[config.mk]
export PLATFORM = sky130hd
export DESIGN_NAME = cs_tx_store
export DESIGN_NICKNAME = d
export VERILOG_FILES = /design/src/rtl/cs_tx_store.sv
export SDC_FILE = /design/constraint.sdc
export NUM_CORES = 2
export LEC_CHECK = 0
export ABC_AREA = 1
export CAP_MARGIN = 20
export CORE_MARGIN = 4
export CORE_UTILIZATION = 60
export CTS_BUF_LIST = sky130_fd_sc_hd__clkbuf_8
export CTS_CLUSTER_DIAMETER = 100
export DETAILED_ROUTE_END_ITERATION = 8
export PLACE_DENSITY = 0.76
export SETUP_SLACK_MARGIN = 0.3
export SLEW_MARGIN = 0
export SYNTH_ARGS = -nofsm -noshare
export SYNTH_HDL_FRONTEND = slang
export SYNTH_SLANG_ARGS = --single-unit
export TNS_END_PERCENT = 20
[constraint.sdc]
create_clock -name clk -period 4 [get_ports clk]
set_input_delay 0.8 -clock clk [delete_from_list [all_inputs] [get_ports clk]]
set_output_delay 0.8 -clock clk [all_outputs]
set_load 0.005 [all_outputs]
[src/rtl/cs_tx_store.sv]
module cs_tx_store #(
  parameter int BYTES = 24
) (
  input  logic                       clk,
  input  logic                       rst_n,
  input  logic                       wr_en,
  input  logic [$clog2(BYTES)-1:0]   wr_addr,
  input  logic [7:0]                 wr_data,
  input  logic                       img_sel,
  input  logic                       mirror_a,
  input  logic                       copy_hold,
  input  logic                       sub_stb,
  input  logic                       sub_chan,
  input  logic                       blk_start,
  output logic                       cs_bit
);
  localparam int BITS = BYTES * 8;
  localparam int IW   = $clog2(BITS);
  localparam int AW   = $clog2(BYTES);

  logic [BITS-1:0] stg_a, stg_b, act_a, act_b;
  logic [IW-1:0]   fcnt;

  wire [IW-1:0]    idx_now = blk_start ? '0 : fcnt;
  wire [IW-1:0]    idx_inc = (idx_now == IW'(BITS - 1)) ? '0 : idx_now + 1'b1;
  wire             load    = sub_stb & blk_start & ~copy_hold;
  wire [BITS-1:0]  nxt_b   = mirror_a ? stg_a : stg_b;
  wire [BITS-1:0]  src_a   = load ? stg_a : act_a;
  wire [BITS-1:0]  src_b   = load ? nxt_b : act_b;
  wire             addr_ok = {1'b0, wr_addr} < (AW + 1)'(BYTES);
  wire [AW+2:0]    base    = {wr_addr, 3'b000};

  always_ff @(posedge clk) begin
    if (!rst_n) begin
      stg_a <= '0;
      stg_b <= '0;
    end else if (wr_en && addr_ok) begin
      if (img_sel) stg_b[base +: 8] <= wr_data;
      else         stg_a[base +: 8] <= wr_data;
    end
  end

  always_ff @(posedge clk) begin
    if (!rst_n) begin
      act_a <= '0;
      act_b <= '0;
    end else if (load) begin
      act_a <= stg_a;
      act_b <= nxt_b;
    end
  end

  always_ff @(posedge clk) begin
    if (!rst_n) begin
      fcnt   <= '0;
      cs_bit <= 1'b0;
    end else if (sub_stb) begin
      fcnt   <= sub_chan ? idx_inc : idx_now;
      cs_bit <= sub_chan ? src_b[idx_now] : src_a[idx_now];
    end
  end

  a_r4_index_in_range: assert property (@(posedge clk) disable iff (!rst_n)
    fcnt < IW'(BITS));

  a_r4_wrap_to_zero: assert property (@(posedge clk) disable iff (!rst_n)
    (sub_stb && sub_chan && !blk_start && fcnt == IW'(BITS - 1)) |=> (fcnt == '0));

  a_r3_bit_held: assert property (@(posedge clk) disable iff (!rst_n)
    !sub_stb |=> $stable(cs_bit));

  a_r6_hold_keeps_active: assert property (@(posedge clk) disable iff (!rst_n)
    (copy_hold && sub_stb && blk_start) |=> ($stable(act_a) && $stable(act_b)));

  a_r7_mid_block_stable: assert property (@(posedge clk) disable iff (!rst_n)
    !(sub_stb && blk_start) |=> ($stable(act_a) && $stable(act_b)));

  a_r9_bad_addr_ignored: assert property (@(posedge clk) disable iff (!rst_n)
    (wr_en && !addr_ok) |=> ($stable(stg_a) && $stable(stg_b)));

  a_r10_start_on_a: assert property (@(posedge clk) disable iff (!rst_n)
    (sub_stb && blk_start) |-> !sub_chan);
endmodule

* Yosys cells after proc, flatten, opt, wreduce, memory -nomap -nowiden
Index checks and enable logic that the tools add are counted.
Storage, ports and cells: output and inout port bits 1, word-level logic and storage cells 33, input bits 22, register bits after elaboration 777
Operators by class: reductions and logical operators 3, bitwise logic cells 4, order comparisons 2, equality and inequality tests 1, shift-type cells 2, muxes and demuxes 13, add/subtract/negate cells 2
Operators by type and width (number):
- $mux 192 | 3
- $bwmux 192 | 2
- $shift 8x10->192 const A | 1
- $shiftx 8x10->192 | 1
- $mux 8 | 3
- $bmux 1 s8 | 2
- $neg 8->10 | 1
- $lt 8x9->1 const B | 1
- $add 8x1->8 const B | 1
- $eq 8x8->1 const B | 1
- $lt 5x5->1 const B | 1
- $reduce_and 2->1 | 2
- $mux 1 | 3
- $and 1x1->1 | 2
- $not 1->1 | 2
- $logic_and 1x1->1 | 1

* Logic depth before layout (Yosys ltp)
depth in word-level cells 6, gate-level depth with buffers 20, mapped depth without buffers 17

* Worst setup path after synthesis
OpenSTA, ideal clock, no wires.
path kind input to register, from input port wr_addr[0], to register stg_a[174], path buffers 3, library setup time 0.119 ns, stages on the path 14, required time 3.881 ns, arrival 3.083 ns, setup slack 0.798 ns, cell sequence clkbuf_1 buf_1 inv_1 ha_1 or2_1 nand2_1 inv_2 nor2_1 inv_1 nor3_1 inv_1 buf_2 o21ai_0 a21oi_1
Between the ends: word-level cells in the longest chain between the ends 3, elaborated cells between the ends (all ways) 7, classes of those cells add/sub: 1; order compare: 1; shift: 2; mux: 1; reduce/logical: 2
RTL lines:
- from (decl) | RTL line 7 | input logic [$clog2(BYTES)-1:0] wr_addr,
- $neg 8->10 / $lt 5x5->1 (equally long branches) | RTL line 39, 30
- $shiftx 8x10->192, or another cell as far along | RTL line 39 | else stg_a[base +: 8] <= wr_data;
- $bwmux 192 / $reduce_and 2->1 (equally long branches)
- to (signal, indexed assignment) | RTL line 39
- to (decl) | RTL line 21 | logic [BITS-1:0] stg_a, stg_b, act_a, act_b;
Several ways; a longest one is shown, not always the timed one. A chain may end at the register's enable or synchronous reset.

* Worst setup path in the final report
from input port wr_addr[1], to register stg_a[74]
Same word-level chain as after synthesis.

==> results.toml <==
[setup_path]
crit_arrival_ns = 3.72
reg2reg_to = "cs_bit$_SDFFE_PN0P_"
cp-end-kind = "register"
crit_path_max_fanout = 16
critPathKind = "in2reg"
required_ns = 4.66
rrSetupSlack_ns = 1.28
r2r_cells = 17
critPathLaunchType = "primary input"
rr_startpoint = "fcnt[0]$_SDFFE_PN0P_"

[synth]
syn_nets = 5001
syn-instance-count = 4974
yosys.area.top_type = "dfxtp_1"
syn-cell-area_sq_mm = 0.0344
synth_flop_cell = "dfxtp_1"
synth_seq_cells = 777
yosys_warnings = 0
syn_avg_cell_area_sq_um = 6.92
netlist.area_leader.share = 0.452
synth_edf_count = 0
netlist_top_cells_area = "dfxtp_1 (45%), nand2_1 (11%), o21ai_0 (9.1%)"
ys_seq_area_frac = 0.452
synthDistinctLibCells = 33
async_flop_share = 0

[final_layout]
multi_input_area_sq_mm = 0.0153
drive_above_1_share = 0.0657
nets = 4921
fin_util = 0.668
final-seq-area_sq_mm = 0.0156
area_growth_pct = 9.95
fillCellCount = 5160

[timing]
hold_viol = 0
worst_pin_slew_ns = 0.921
drv_slew = 0
max_freq_mhz = 326
grt_setup_unrepaired = "false"
finalCritPeriodShare = 0.766
fin_skew_ns = 0.0286
fin_crit_ns = 3.07
setup_viol = 0
fin_tns_setup_ns = 0
relSlewSlack = 0.383

[drt]
avgViaCountPerCell = 5.72
routed_wl_um = 101000
ant_nets = 0
routed-via-count = 32800
drt-initial-drc-count = 3471
drt_pass1_iterations = 6
wl_per_cell_um = 17.6
drc = 0

[place]
place.gp.congestion = 0.928
dp_hpwl_um = 63500
io_buffers = 22

[floorplan]
num_rows = 87
initial_utilization = 0.608
coreArea_sq_mm = 0.0566
top_level_ports = 23
dieArea_sq_mm = 0.0612
fp.dieW_um = 247
die_height_um = 247

[power_and_ir_drop]
power_frac_seq = 0.493
clkPwrFrac = 0.428
p_sw_w = 0.00411
p_leak_nw = 14.3
p_comb_frac = 0.080
switching_share = 0.257
intPower_w = 0.0119
power.ir.vdd_worst_mv = 0.413
powerDensity_mw_per_mm2 = 423

[clock_tree]
cts_hold_buf = 0
insertion_delay_ns = 0.80
postCtsSetupBuffers = 0
cts_root_buffer = "clkbuf_8"
cts_tree = "done"
clock_path_buffers = 3
clkSlewWorstSetupHoldPaths_ns = 0.05
numCtsBuffers = 130
htreeDepth = 4
cts_sinks = 777
ctsResizeCount = 0

[global_route]
antenna_found_initial = 2
grt_use_met1 = 0.423
grt_overflow = 0
grt_pass1_vias = 30200
grt_most_used_layer = "met2"
grt_pass1_wl_um = 160000
grt.met3_usage = 0.0700
grt_util_met2 = 0.526
grt_max_degree = 186
grt_use_total = 0.326

[worst_hold_path]
min_path_type = "reg2reg"
hold_end = "stg_b[40]$_SDFFE_PN0P_"
hp-start = "stg_b[40]$_SDFFE_PN0P_"
whs_path_depth = 2

[run_status]
outcome = "completed"

[job]
maxCapViolations = 0
## layout by cell type, fill, tap and decap left out, drive strengths merged, types with 20 or more instances in the layout
| master | n |
|---|---|
| nand2 | 990 |
| dfxtp | 777 |
| o21ai | 697 |
| nand3 | 594 |
| inv | 534 |
| a21oi | 495 |
| nor2 | 435 |
| clkbuf | 160 |
| buf | 125 |
| a211oi | 35 |
| o21a | 28 |
| o211ai | 21 |
| clkdlybuf4s50 | 20 |
## synthesized netlist by cell type (23+ instances only)
library cell / number
buf_1: 23
clkbuf_1: 171
inv_1: 481
o21ai_0: 628
buf_4: 42
a211oi_1: 35
nand2_1: 989
nor2_1: 433
dfxtp_1: 777
o21ai_1: 69
buf_2: 118
o21a_1: 28
nand3_1: 593
a21oi_1: 495
## worst max-delay path by stage
| stage | start | end | slack, ns | cells past startpoint |
|---|---|---|---|---|
| floorplan | wr_addr[0] | stg_a[174]$_SDFFE_PN0P_ | 0.80 | 14 |
| global placement | sub_stb | cs_bit$_SDFFE_PN0P_ | 0.14 | 20 |
| detailed placement | sub_stb | cs_bit$_SDFFE_PN0P_ | 0.16 | 20 |
| CTS | sub_stb | cs_bit$_SDFFE_PN0P_ | 1.00 | 20 |
| global route | sub_stb | cs_bit$_SDFFE_PN0P_ | 0.70 | 20 |
| finish | wr_addr[1] | stg_a[74]$_SDFFE_PN0P_ | 0.93 | 13 |
## registers in the layout, indices dropped and copies added, names as in the netlist
signal and flops:
act_b 192, stg_a 192, fcnt 8, cs_bit 1, stg_b 192, act_a 192
## critical path: stages
cell	delay [ns]
clkdlybuf4s50_1	0.53
inv_1	0.15
ha_1	0.23
nand2_1	0.09
o21ai_0	0.14
nand2_1	0.13
inv_2	0.15
o21ai_0	0.11
nor2_1	0.10
buf_4	0.30
nand3_1	0.50
o21ai_0	0.39
a21oi_1	0.07
## through the flow
step           hold slack (ns)  cells  power (W)  setup WS (ns)  area (sq um)
2_1_floorplan            0.424   4974    0.00888          0.798         34400
3_3_place_gp             0.433   5518    0.00929          0.139         35300
3_5_place_dp             0.438   5518    0.00930          0.156         35300
4_1_cts                  0.446   5732     0.0160           1.00         37800
5_1_grt                  0.465   5734     0.0166          0.699         37800
6_report                 0.445   5735     0.0160          0.935         37800
## logic make-up (layout without fill, tap and decap cells)
kind of cell | Yosys count | count (layout) | synth area share
buffers and inverters | 853 | 855 | 0.103
adder cells (fa/ha/maj) | 5 | 5 | 0.00182
AO/OA/AOI/OAI | 1277 | 1277 | 0.192
other | 0 | 3 | 0
AND/OR/NAND/NOR | 2060 | 2060 | 0.251
flip-flops | 777 | 777 | 0.452
XOR/XNOR | 1 | 1 | 0.000255
multiplexers | 1 | 1 | 0.000291
## power groups by stage
stage	combinational [W]	sequential, W	clock (W)
detailed placement	0.00124	0.00806	0
global placement	0.00123	0.00806	0
CTS	0.00125	0.00789	0.00691
global route	0.00139	0.00790	0.00730
floorplan	0.000834	0.00805	0
finish	0.00127	0.00789	0.00685
## layout make-up
cell class,count,area share
Clock buffer,159,0.0579
Inverter,495,0.0495
Antenna cell,3,0.000199
Sequential cell,777,0.411
Multi-Input combinational cell,3344,0.405
Clock inverter,55,0.00748
Timing Repair Buffer,146,0.0432
Tap cell,756,0.0250
## per-layer routing
layer  up-vias  part of all wire
met1     15100              0.41
met2      1306              0.46
met4         0             0.041
met3       262             0.087
li1      16100                 -
met5         -                 0
No activity file was read; power rests on OpenSTA's default activity.
